## src/rtl/pps_stamp_pkg.sv

```systemverilog
package pps_stamp_pkg;
  // Arming state of the snapshot register.
  typedef enum logic {
    ST_COLD  = 1'b0,  // no snapshot yet since reset
    ST_ARMED = 1'b1   // a previous snapshot exists
  } stamp_state_e;
endpackage

```

## src/rtl/pps_edge_sync.sv

```systemverilog
module pps_edge_sync #(
  parameter int STAGES = 2
) (
  input  logic clk,
  input  logic rst,
  input  logic async_in,
  output logic rise_o
);
  localparam int LAST = STAGES - 1;

  logic [LAST:0] chain_q;
  logic          prev_q;

  generate
    if (STAGES == 1) begin : g_one
      always_ff @(posedge clk) begin
        if (rst) chain_q <= '0;
        else     chain_q[0] <= async_in;
      end
    end else begin : g_many
      always_ff @(posedge clk) begin
        if (rst) chain_q <= '0;
        else     chain_q <= {chain_q[LAST-1:0], async_in};
      end
    end
  endgenerate

  always_ff @(posedge clk) begin
    if (rst) prev_q <= 1'b0;
    else     prev_q <= chain_q[LAST];
  end

  assign rise_o = chain_q[LAST] & ~prev_q;
endmodule

```

## src/rtl/cycle_counter.sv

```systemverilog
module cycle_counter #(
  parameter int CNT_W = 32
) (
  input  logic             clk,
  input  logic             rst,
  output logic [CNT_W-1:0] cnt_o
);
  localparam logic [CNT_W-1:0] STEP = CNT_W'(1);

  always_ff @(posedge clk) begin
    if (rst) cnt_o <= '0;
    else     cnt_o <= cnt_o + STEP;  // wraps freely, never cleared
  end
endmodule

```

## src/rtl/stamp_delta.sv

```systemverilog
module stamp_delta
  import pps_stamp_pkg::*;
#(
  parameter int              CNT_W   = 32,
  parameter longint unsigned NOMINAL = 10_000_000
) (
  input  logic             clk,
  input  logic             rst,
  input  logic             rise_i,
  input  logic [CNT_W-1:0] cnt_i,
  output logic             armed_o,
  output logic             valid_o,
  output logic [CNT_W-1:0] delta_o,
  output logic [CNT_W:0]   err_o
);
  localparam int               ERR_W   = CNT_W + 1;
  localparam logic [ERR_W-1:0] NOM_EXT = ERR_W'(NOMINAL);

  stamp_state_e     state_q;
  logic [CNT_W-1:0] snap_q;
  logic [CNT_W-1:0] span;
  logic [ERR_W-1:0] dev;

  always_comb begin
    span = cnt_i - snap_q;            // modular difference
    dev  = {1'b0, span} - NOM_EXT;    // two's complement deviation
  end

  always_ff @(posedge clk) begin
    if (rst) begin
      state_q <= ST_COLD;
      snap_q  <= '0;
      valid_o <= 1'b0;
      delta_o <= '0;
      err_o   <= '0;
    end else begin
      valid_o <= 1'b0;
      if (rise_i) begin
        snap_q  <= cnt_i;
        state_q <= ST_ARMED;
        if (state_q == ST_ARMED) begin
          delta_o <= span;
          err_o   <= dev;
          valid_o <= 1'b1;
        end
      end
    end
  end

  assign armed_o = (state_q == ST_ARMED);
endmodule

```

## src/rtl/pps_cycle_stamp.sv

```systemverilog
module pps_cycle_stamp #(
  parameter int              CNT_W       = 32,
  parameter longint unsigned NOMINAL     = 10_000_000,
  parameter int              SYNC_STAGES = 2
) (
  input  logic             osc_clk,
  input  logic             rst,
  input  logic             pps_in,
  output logic             stamp_valid_o,
  output logic [CNT_W-1:0] delta_o,
  output logic [CNT_W:0]   err_o
);
  logic             pps_rise;
  logic [CNT_W-1:0] run_cnt;
  logic             armed;

  pps_edge_sync #(.STAGES(SYNC_STAGES)) u_sync (
    .clk      (osc_clk),
    .rst      (rst),
    .async_in (pps_in),
    .rise_o   (pps_rise)
  );

  cycle_counter #(.CNT_W(CNT_W)) u_cnt (
    .clk   (osc_clk),
    .rst   (rst),
    .cnt_o (run_cnt)
  );

  stamp_delta #(.CNT_W(CNT_W), .NOMINAL(NOMINAL)) u_stamp (
    .clk     (osc_clk),
    .rst     (rst),
    .rise_i  (pps_rise),
    .cnt_i   (run_cnt),
    .armed_o (armed),
    .valid_o (stamp_valid_o),
    .delta_o (delta_o),
    .err_o   (err_o)
  );
endmodule

```

## config.mk

```make
export PLATFORM = sky130hd
export DESIGN_NAME = pps_cycle_stamp
export DESIGN_NICKNAME = d
export VERILOG_FILES = /design/src/rtl/pps_stamp_pkg.sv /design/src/rtl/pps_edge_sync.sv /design/src/rtl/cycle_counter.sv /design/src/rtl/stamp_delta.sv /design/src/rtl/pps_cycle_stamp.sv
export SDC_FILE = /design/constraint.sdc
export NUM_CORES = 1
export LEC_CHECK = 0
export BUFFER_PORTS_ARGS = -buffer_cell sky130_fd_sc_hd__buf_2
export CAP_MARGIN = 20
export CORE_AREA = 2 2 109 111
export DETAILED_ROUTE_END_ITERATION = 10
export DIE_AREA = 0 0 111 113
export GPL_ROUTABILITY_DRIVEN = 0
export PLACE_DENSITY_LB_ADDON = 0.05
export SYNTH_ARGS = -nofsm -noshare
export SYNTH_HDL_FRONTEND = slang
export SYNTH_SLANG_ARGS = --single-unit
```

## constraint.sdc

```tcl
create_clock -name osc_clk -period 9.15 [get_ports osc_clk]
set_clock_uncertainty 0.1 [all_clocks]
set_input_delay 1.3725 -clock osc_clk [delete_from_list [all_inputs] [get_ports osc_clk]]
set_output_delay 1.3725 -clock osc_clk [all_outputs]
set_load 0.1 [all_outputs]
```

==> results of run 1 <==
## worst reg2reg max path, stage by stage (launching register included)
cell and delay [ns]:
dfxtp_1 0.36, inv_1 0.08, ha_1 0.16, inv_1 0.06, fa_1 0.42, a211oi_1 0.49
o21ai_1 0.22, a211oi_1 0.42, o21bai_1 0.18, xnor2_1 0.20, nor3_2 0.32, a311oi_1 0.19
or2_1 0.28, or3_1 0.31, a311oi_1 0.26
## per-layer routing
| metal | track usage (%) | wire length [µm] | up-vias | part of all wire, % |
|---|---|---|---|---|
| li1 | - | - | 3386 | - |
| met1 | 38.8 | 8200 | 3135 | 48 |
| met2 | 43.0 | 7740 | 226 | 45 |
| met3 | 5.68 | 1110 | 13 | 6.4 |
| met4 | 9.08 | 195 | 0 | 1.1 |
| met5 | 0 | 0 | - | 0 |
## power groups by stage
| stage | Combinational, mW | Clock [mW] | Sequential (mW) |
|---|---|---|---|
| 2_1_floorplan | 0.150 | 0 | 0.590 |
| 3_3_place_gp | 0.200 | 0 | 0.573 |
| 3_5_place_dp | 0.204 | 0 | 0.574 |
| 4_1_cts | 0.206 | 0.648 | 0.562 |
| 5_1_grt | 0.226 | 0.671 | 0.562 |
| 6_report | 0.208 | 0.641 | 0.562 |
## kinds of logic (layout without fill, tap and decap cells)
kind of cell / after synthesis / after routing / synth area share (%)
simple gates: 393 / 393 / 25.2
xor+xnor: 54 / 54 / 6.62
mux: 4 / 4 / 0.552
buf+inv: 93 / 143 / 5.33
fa+ha+maj: 34 / 34 / 5.96
compound gates: 249 / 249 / 21.3
flops: 127 / 127 / 35.0
## state kept, by name, indices dropped and copies added (netlist names)
name             cells
u_stamp.err_o       33
u_cnt.cnt_o         32
u_stamp.snap_q      32
u_stamp.delta_o     25
u_sync.chain_q       2
u_stamp.armed_o      1
u_stamp.valid_o      1
u_sync.prev_q        1
## area by class of cell
class | instances | area (µm²) | share of cell area [%]
clock buffer | 22 | 484 | 5.93
clock inverter | 9 | 85.1 | 1.04
inverter | 39 | 146 | 1.79
multi-input combinational | 734 | 4330 | 53.1
sequential | 127 | 2540 | 31.1
tap | 143 | 179 | 2.19
timing repair buffer | 73 | 393 | 4.81
## metrics by stage
| step | total power [mW] | cells | util [%] |
|---|---|---|---|
| floorplan | 0.740 | 954 | - |
| global placement | 0.773 | 1115 | 67.2 |
| detailed placement | 0.778 | 1115 | 67.2 |
| CTS | 1.42 | 1146 | 72.3 |
| global route | 1.46 | 1147 | 72.4 |
| finish | 1.41 | 1147 | 72.4 |
## layout by cell type (no fill, tap or decap), types with 21 or more instances in the layout
cell / count
a21oi_1: 126
o21ai_0: 29
inv_1: 39
dfxtp_1: 127
xnor2_1: 23
nand2_1: 179
nand3_1: 22
nor2_1: 86
buf_2: 67
ha_1: 33
a211oi_1: 21
xor2_1: 30
## worst max-delay path by stage
stage,slack (ns),end,depth (start not counted)
floorplan,5.57,u_stamp.err_o[25],14
global placement,5.25,u_stamp.err_o[25],14
detailed placement,5.04,u_stamp.err_o[25],14
CTS,5.01,u_stamp.err_o[25],14
global route,4.62,u_stamp.err_o[25],14
finish,5.01,u_stamp.err_o[25],14
==> impl_metrics.csv, run 1 <==
group,metric,value,unit
sta,slew_viol_final,0,
power_and_ir_drop,p_clk_share,45.4,%
final_layout,n_antenna_cell,0,
worst_hold_path,hold_path.class,"register to register",
cts,cts_setup_buffers,0,
grt,gr-total-overflow,0,
final_layout,final_cell_area,8160,µm²
grt,antenna_found_initial,0,
setup_path,cp-startpoint,"u_cnt.cnt_o[0]",
setup_path,worstPathArrival,4.37,ns
flow_run,drv_cap,0,
synthesis,yosys_warnings,0,
sta,rsz0062_at_grt,"false",
floorplan,dieArea,12500,µm²
final_layout,drive_above_1_share,12.3,%
placed_design,place_ws,5.04,ns
worst_hold_path,min_from,"u_stamp.err_o[32]",
cts,cts_sinks,127,
placed_design,place_hpwl,12.4,mm
setup_path,reg2reg_depth,14,
synthesis,synth.largest_area_cell,"dfxtp_1",
synthesis,synth_cells,954,
sta,finalSetupTns,0,ns
setup_path,cpLargestDelayFamily,"compound AO/OA/AOI/OAI gates",
route,avgRoutedWirePerCell,15.0,µm
sta,fin_hold_ws,0.349,ns
floorplan,core-area,11300,µm²
sta,fmax,0.242,GHz
final_layout,synthToLayoutAreaGrowth,12.5,%
placed_design,dpl_cell_area,7570,µm²
sta,relSlewSlack,54.0,%
sta,worst_slew_pin_slew,0.691,ns
setup_path,critPathMaxFanout,6,
sta,period_needed,4.14,ns
run_status,outcome,"complete, no violations",
synthesis,syn_area_per_cell,7.61,µm²
worst_hold_path,whs_endpoint,"u_stamp.err_o[32]",
worst_hold_path,hold_depth,2,
sta,finalWorstSetupSlack,5.01,ns
route,vias_per_cell,5.89,
cts,cts_buffers,17,
power_and_ir_drop,pwr-share-comb,14.8,%
synthesis,ys.flop_type,"dfxtp_1",
cts,cts.reportedPaths.clkPinSlew,0.06,ns
route,ant_nets,0,
synthesis,netlist.area_leader.share,35.0,%
grt,grt_pass1_vias,6081,
setup_path,r2r_slack,5.01,ns
sta,hold_violations,0,
final_layout,fillerInstances,919,
power_and_ir_drop,ir_drop,141,µV
sta,setup_viol,0,
synthesis,synth_commonest_cells,"nand2_1 (179), dfxtp_1 (127), a21oi_1 (126)",
grt,grt_max_degree,70,
floorplan,initial_core_util,64.4,%
route,drt_iter0_markers,593,
setup_path,path_buf_inv,2,
final_layout,fin_nets,1029,
synthesis,ys_async_sr_fraction,0,%
cts,clock-root-buffer,"clkbuf_16",
synthesis,synth_area,7260,µm²
setup_path,cp.required,9.38,ns
power_and_ir_drop,p_sw_share,26.9,%
cts,cts_tree,"done",
synthesis,yosysMostFrequentCell,"nand2_1",
setup_path,worstSetupEndpointType,"register",
setup_path,critical_path.max_stage_delay,0.49,ns
synthesis,synth-seq-cells,127,
cts,htree_num_levels,4,
synthesis,ys_types,72,
setup_path,startpoint_type,"register",
floorplan,rows,39,
synthesis,yosysSeqAreaShare,35.0,%
setup_path,r2r-end,"u_stamp.err_o[25]",
synthesis,synth_nets,991,
synthesis,synth_enable_flop_cells,0,
route,drc,0,
placed_design,io_buffers,68,
grt,grt_first_pass_wirelength,28.7,mm
setup_path,crit_slowest_cell,"a211oi_1",
power_and_ir_drop,p_sw,0.380,mW
cts,cts.path.max_buffers,2,
cts,post_cts_resized,0,
sta,period_share,45.2,%
route,vias,6760,
floorplan,boundaryPins,69,
cts,clk_latency,0.43,ns
power_and_ir_drop,power.internal,1.03,mW
setup_path,r2r_start,"u_cnt.cnt_o[0]",
route,routed_wl,17.2,mm
floorplan,die_width,111,µm
power_and_ir_drop,p_leak,3.32,nW
synthesis,ys_top_cells_by_area,"dfxtp_1 (35%), nand2_1 (9.3%), a21oi_1 (8.7%), ha_1 (5.7%), nor2_1 (4.4%)",
grt,gr-usage-all-layers,27.7,%
cts,cts_hold_buf,0,
power_and_ir_drop,p_per_area,173,nW/µm²
power_and_ir_drop,power_frac_seq,39.8,%
floorplan,dieHeight,113,µm
setup_path,worstPathCellList,"inv_1 > ha_1 > inv_1 > fa_1 > a211oi_1 > o21ai_1 > a211oi_1 > o21bai_1 > xnor2_1 > nor3_2 > a311oi_1 > or2_1 > or3_1 > a311oi_1",
setup_path,critical_path_class,"register to register",
route,first_pass_iters,5,
No activity file was read; power rests on OpenSTA's default activity.
==> run 2, diff against run 1 <==
CORE_AREA = 2 2 119 121   (was 2 2 109 111)
DIE_AREA = 0 0 121 123   (was 0 0 111 113)
clock period = 3.7 ns   (was 9.15 ns; I/O delays follow)
==> run 2 against run 1 <==
Against the previous run: highest routed layer unchanged; final area up 6.3%; setup slack worse by 4.8 ns; non-clock buffer count up 46; core utilization down 8.7 points; clock-buffer cell count down 4; largest cell class unchanged; hold slack worse by 0.10 ns; die area up 19%; via count down 2.0%.
==> impl_metrics.csv, run 2 (synthesis gave the netlist of run 1 again) <==
group,metric,value,unit
floorplan,dieHeight,123,µm
route,avgRoutedWirePerCell,13.9,µm
floorplan,core-area,13600,µm²
cts,htree_num_levels,4,
sta,relSlewSlack,44.7,%
sta,period_needed,3.52,ns
power_and_ir_drop,p_clk_share,45.0,%
cts,cts.reportedPaths.clkPinSlew,0.06,ns
cts,cts_hold_buf,0,
power_and_ir_drop,p_per_area,419,nW/µm²
worst_hold_path,hold_path.class,"input pin to register",
placed_design,place_inst,1197,
power_and_ir_drop,p_sw,0.995,mW
floorplan,initial_core_util,53.3,%
cts,clk_latency,0.42,ns
route,drc,0,
cts,cts_tree,"done",
route,drt_iter0_markers,425,
route,vias,6625,
floorplan,die_width,121,µm
final_layout,postLayoutCoreUtil,63.8,%
floorplan,dieArea,14900,µm²
sta,slew_viol_final,0,
route,first_pass_iters,5,
cts,cts_buffers,17,
final_layout,instances_no_fill,1231,
setup_path,cp.required,3.93,ns
cts,clock-root-buffer,"clkbuf_16",
power_and_ir_drop,p_sw_share,27.3,%
setup_path,worstSetupEndpointType,"register",
grt,grt_pass1_vias,5879,
setup_path,critical_path_class,"register to register",
final_layout,n_antenna_cell,0,
grt,grt_max_degree,65,
power_and_ir_drop,p_leak,3.58,nW
final_layout,fillerInstances,1267,
sta,fmax,0.284,GHz
sta,hold_violations,0,
power_and_ir_drop,ir_drop,297,µV
power_and_ir_drop,power_frac_seq,38.1,%
route,routed_wl,17.2,mm
sta,setup_viol,0,
setup_path,startpoint_type,"register",
final_layout,top_register,"u_stamp.err_o",
grt,antenna_found_initial,0,
run_status,outcome,"complete, no violations",
power_and_ir_drop,power.internal,2.65,mW
setup_path,worstPathArrival,3.76,ns
final_layout,largest_reg_flops,33,
power_and_ir_drop,pwr-share-comb,17.0,%
flow_run,drv_cap,0,
final_layout,layout_common_cells,"nand2_1 (179), dfxtp_1 (127), a21oi_1 (124), nor2_1 (86), buf_2 (67)",
grt,grt_first_pass_wirelength,28.5,mm
sta,period_share,95.2,%
grt,gr-usage-all-layers,23.6,%
final_layout,drive_above_1_share,17.7,%
cts,cts.path.max_buffers,2,
placed_design,place_hpwl,12.6,mm
final_layout,fin_nets,1075,
sta,worst_slew_pin_slew,0.828,ns
route,vias_per_cell,5.38,
cts,cts_sinks,127,
grt,gr-total-overflow,0,
setup_path,critPathMaxFanout,5,
floorplan,rows,43,
sta,finalSetupTns,0,ns
final_layout,synthToLayoutAreaGrowth,19.6,%
floorplan,boundaryPins,69,
placed_design,io_buffers,68,
final_layout,reg_top3,"u_stamp.err_o (33), u_cnt.cnt_o (32), u_stamp.snap_q (32)",
route,ant_nets,0,
sta,fin_hold_ws,0.249,ns
final_layout,final_common_cell,"nand2_1",
[run 2: cell types whose count changed in the layout (fill, tap and decap cells not counted), sizes merged]
cell / change
buf: +46
bufinv: +1
clkbuf: -4
clkinv: +5
clkinvlp: -1
[run 2: layer usage]
metal  global-route usage, %  share of wire [%]
met5                       0                  0
met4                    6.61                1.2
met3                    3.87                4.3
met2                    34.1                 41
met1                    35.9                 54
[run 2: power by group through the flow]
stage | Clock (mW) | Combinational [mW] | Sequential [mW]
after global routing | 1.72 | 0.674 | 1.39
final | 1.64 | 0.617 | 1.39
after detailed placement | 0 | 0.578 | 1.42
after floorplan | 0 | 0.370 | 1.46
after CTS | 1.66 | 0.581 | 1.39
after global placement | 0 | 0.576 | 1.42
[run 2: critical path: stages (launching register included)]
cell	delay (ns)
dfxtp_1	0.32
inv_1	0.04
ha_1	0.35
o211ai_1	0.13
a21o_1	0.20
buf_4	0.16
a211o_1	0.34
a2111o_1	0.47
and2_4	0.18
a32oi_2	0.22
nand4b_2	0.21
nor4_1	0.36
xnor2_1	0.12
a211oi_2	0.22
[run 2: stage by stage]
step           instance area (µm²)  power, mW  setup WS, ns
4_1_cts                       8550       3.63        0.0156
6_report                      8680       3.64         0.179
2_1_floorplan                 7260       1.83         0.123
3_3_place_gp                  7970       1.99         0.126
3_5_place_dp                  7970       1.99        0.0288
5_1_grt                       8680       3.78      -0.00595
[run 2: area by class of cell]
type / instances / area, µm² / share of cell area (%)
multi-input cells: 734 / 4450 / 51.2
inverters: 39 / 146 / 1.69
repair buffers: 119 / 738 / 8.50
well taps: 180 / 225 / 2.59
flip-flops and latches: 127 / 2540 / 29.3
clock buffers: 18 / 439 / 5.06
clock inverters: 14 / 144 / 1.66
[run 2: final timing paths]
| path | slack [ns] | start | cells after the start | endpoint |
|---|---|---|---|---|
| max | 0.18 | u_stamp.snap_q[4] | 13 | u_stamp.err_o[29] |
| min | 0.25 | pps_in | 2 | u_sync.chain_q[0] |
| max reg2reg | 0.18 | u_stamp.snap_q[4] | 13 | u_stamp.err_o[29] |
| min reg2reg | 0.35 | u_stamp.err_o[13] | 2 | u_stamp.err_o[13] |
[run 2: what timing repair did]
action / 4_1_cts / 5_1_grt
setup buffers: 0 / 2
setup endpoints to repair: 0 / 12
gates resized for setup: 0 / 20
==> run 3, diff against run 2 <==
CORE_AREA = 2 2 153 95   (was 2 2 119 121)
DIE_AREA = 0 0 155 97   (was 0 0 121 123)
==> run 3 against run 2 <==
Against the previous run: flip-flop and latch count unchanged; final cell count decreased by 0.97%; hold slack gained 0.081 ns; core utilization increased by 0.93 points; critical path depth down 1; sequential power about the same; wire length rose by 7.6%; setup slack worse by 0.063 ns; via count increased by 2.2%; register-to-register slack worse by 0.06 ns; non-clock buffer count shrank 7; critical path type unchanged.
==> impl_metrics.csv, run 3 (synthesis gave the netlist of run 1 again) <==
group,metric,value,unit
run_status,outcome,"complete, no violations",
floorplan,core-area,13500,µm²
sta,slew_viol_final,0,
setup_path,critPathMaxFanout,6,
setup_path,cp_common_cell,"a211o_1",
setup_path,crit_slowest_cell,"a2111o_1",
grt,grt_first_pass_wirelength,30.0,mm
final_layout,final_common_cell,"nand2_1",
final_layout,fin_nets,1068,
final_layout,top_register,"u_stamp.err_o",
setup_path,critical_path_class,"register to register",
placed_design,place_ws,0.0855,ns
final_layout,fillerInstances,1215,
cts,clock-root-buffer,"clkbuf_16",
grt,antenna_found_initial,0,
sta,period_needed,3.58,ns
setup_path,worstSetupEndpointType,"register",
floorplan,rows,33,
route,first_pass_iters,5,
floorplan,initial_core_util,53.8,%
route,vias_per_cell,5.56,
final_layout,drive_above_1_share,17.7,%
cts,cts.reportedPaths.clkPinSlew,0.06,ns
setup_path,startpoint_type,"register",
power_and_ir_drop,p_per_area,442,nW/µm²
route,ant_nets,0,
cts,htree_num_levels,4,
flow_run,drv_cap,0,
grt,grt_max_degree,49,
power_and_ir_drop,ir_drop,239,µV
route,drt_iter0_markers,469,
grt,gr-usage-all-layers,24.8,%
cts,cts_tree,"done",
sta,worst_slew_pin_slew,0.737,ns
floorplan,dieHeight,97,µm
sta,setup_viol,0,
placed_design,io_buffers,68,
power_and_ir_drop,finalPower,3.86,mW
grt,grt_pass1_vias,5721,
sta,relSlewSlack,50.9,%
cts,cts_hold_buf,0,
route,drc,0,
grt,gr-total-overflow,0,
final_layout,synthToLayoutAreaGrowth,20.3,%
cts,clk_latency,0.41,ns
setup_path,worstPathArrival,3.78,ns
sta,fmax,0.279,GHz
final_layout,instances_no_fill,1219,
placed_design,place_inst,1185,
route,vias,6774,
route,avgRoutedWirePerCell,15.2,µm
placed_design,place_hpwl,13.7,mm
setup_path,cp.required,3.90,ns
setup_path,worstPathCellList,"ha_2 > o211ai_1 > a21o_1 > buf_4 > a211o_1 > a2111o_1 > and2_4 > a211o_1 > o41a_1 > nor3_1 > nand2_1 > o211a_1",
final_layout,reg_top3,"u_stamp.err_o (33), u_cnt.cnt_o (32), u_stamp.snap_q (32)",
route,routed_wl,18.5,mm
setup_path,critical_path.max_stage_delay,0.46,ns
final_layout,n_antenna_cell,0,
cts,cts_buffers,17,
cts,cts.path.max_buffers,2,
floorplan,die_width,155,µm
cts,cts_sinks,127,
worst_hold_path,hold_path.class,"input pin to register",
sta,period_share,96.9,%
power_and_ir_drop,p_leak,3.60,nW
final_layout,layout_common_cells,"nand2_1 (178), dfxtp_1 (127), a21oi_1 (123), nor2_1 (86), buf_2 (67)",
setup_path,path_buf_inv,1,
floorplan,dieArea,15000,µm²
sta,finalWorstSetupSlack,0.115,ns
setup_path,cpLargestDelayFamily,"compound AO/OA/AOI/OAI gates",
sta,hold_violations,0,
floorplan,boundaryPins,69,
final_layout,largest_reg_flops,33,
## run 3: changes by cell type in the layout (fill, tap and decap cells not counted), moves of 3 or more
| cell | before | now |
|---|---|---|
| ha_2 | 0 | 5 |
| clkbuf_1 | 0 | 3 |
| bufinv_16 | 2 | 5 |
| ha_1 | 32 | 28 |
| clkinvlp_4 | 5 | 2 |
| buf_4 | 51 | 45 |
## run 3: layout make-up
cell class                      count  area (µm²)  share of cell area, %
Multi-Input combinational cell    734        4510                   51.6
Inverter                           39         146                   1.68
Timing Repair Buffer              112         673                   7.71
Sequential cell                   127        2540                   29.1
Clock buffer                       22         464                   5.31
Clock inverter                     10         184                   2.11
Tap cell                          175         219                   2.51
## run 3: metrics by stage
| step | hold slack [ns] | area (µm²) | utilization [%] | TNS (ns) |
|---|---|---|---|---|
| final | 0.330 | 8740 | 64.7 | 0 |
| after global routing | 0.321 | 8740 | 64.7 | -0.0145 |
| after CTS | 0.313 | 8550 | 63.4 | 0 |
| after floorplan | 0.314 | 7260 | - | 0 |
| after detailed placement | 0.330 | 7900 | 58.5 | 0 |
| after global placement | 0.325 | 7900 | 58.5 | 0 |
## run 3: worst paths after layout
kind | depth (start not counted) | endpoint | startpoint | slack [ns]
setup / recovery | 12 | u_stamp.err_o[30] | u_cnt.cnt_o[2] | 0.12
hold / removal | 2 | u_sync.chain_q[0] | pps_in | 0.33
setup reg to reg | 12 | u_stamp.err_o[30] | u_cnt.cnt_o[2] | 0.12
hold reg to reg | 1 | u_sync.chain_q[1] | u_sync.chain_q[0] | 0.34
## run 3: power by group
group / leakage (nW) / internal [mW] / switching [mW]
clock network: 0.310 / 1.23 / 0.609
registers: 1.02 / 1.38 / 0.00875
logic: 2.26 / 0.254 / 0.383
## run 3: timing repair
item                                    CTS  global route
gates resized for setup                   1            30
endpoints found under the setup margin    2            13
gates cloned                              0             0
buffers inserted                          0             2
pin swaps                                 0             9
## run 3: routing by layer
layer	up-vias	global-route usage (%)	routed length [µm]
met2	221	29.6	6500
met5	-	0	0
met4	0	4.63	141
met3	14	5.15	1380
li1	3476	-	-
met1	3063	43.0	10400
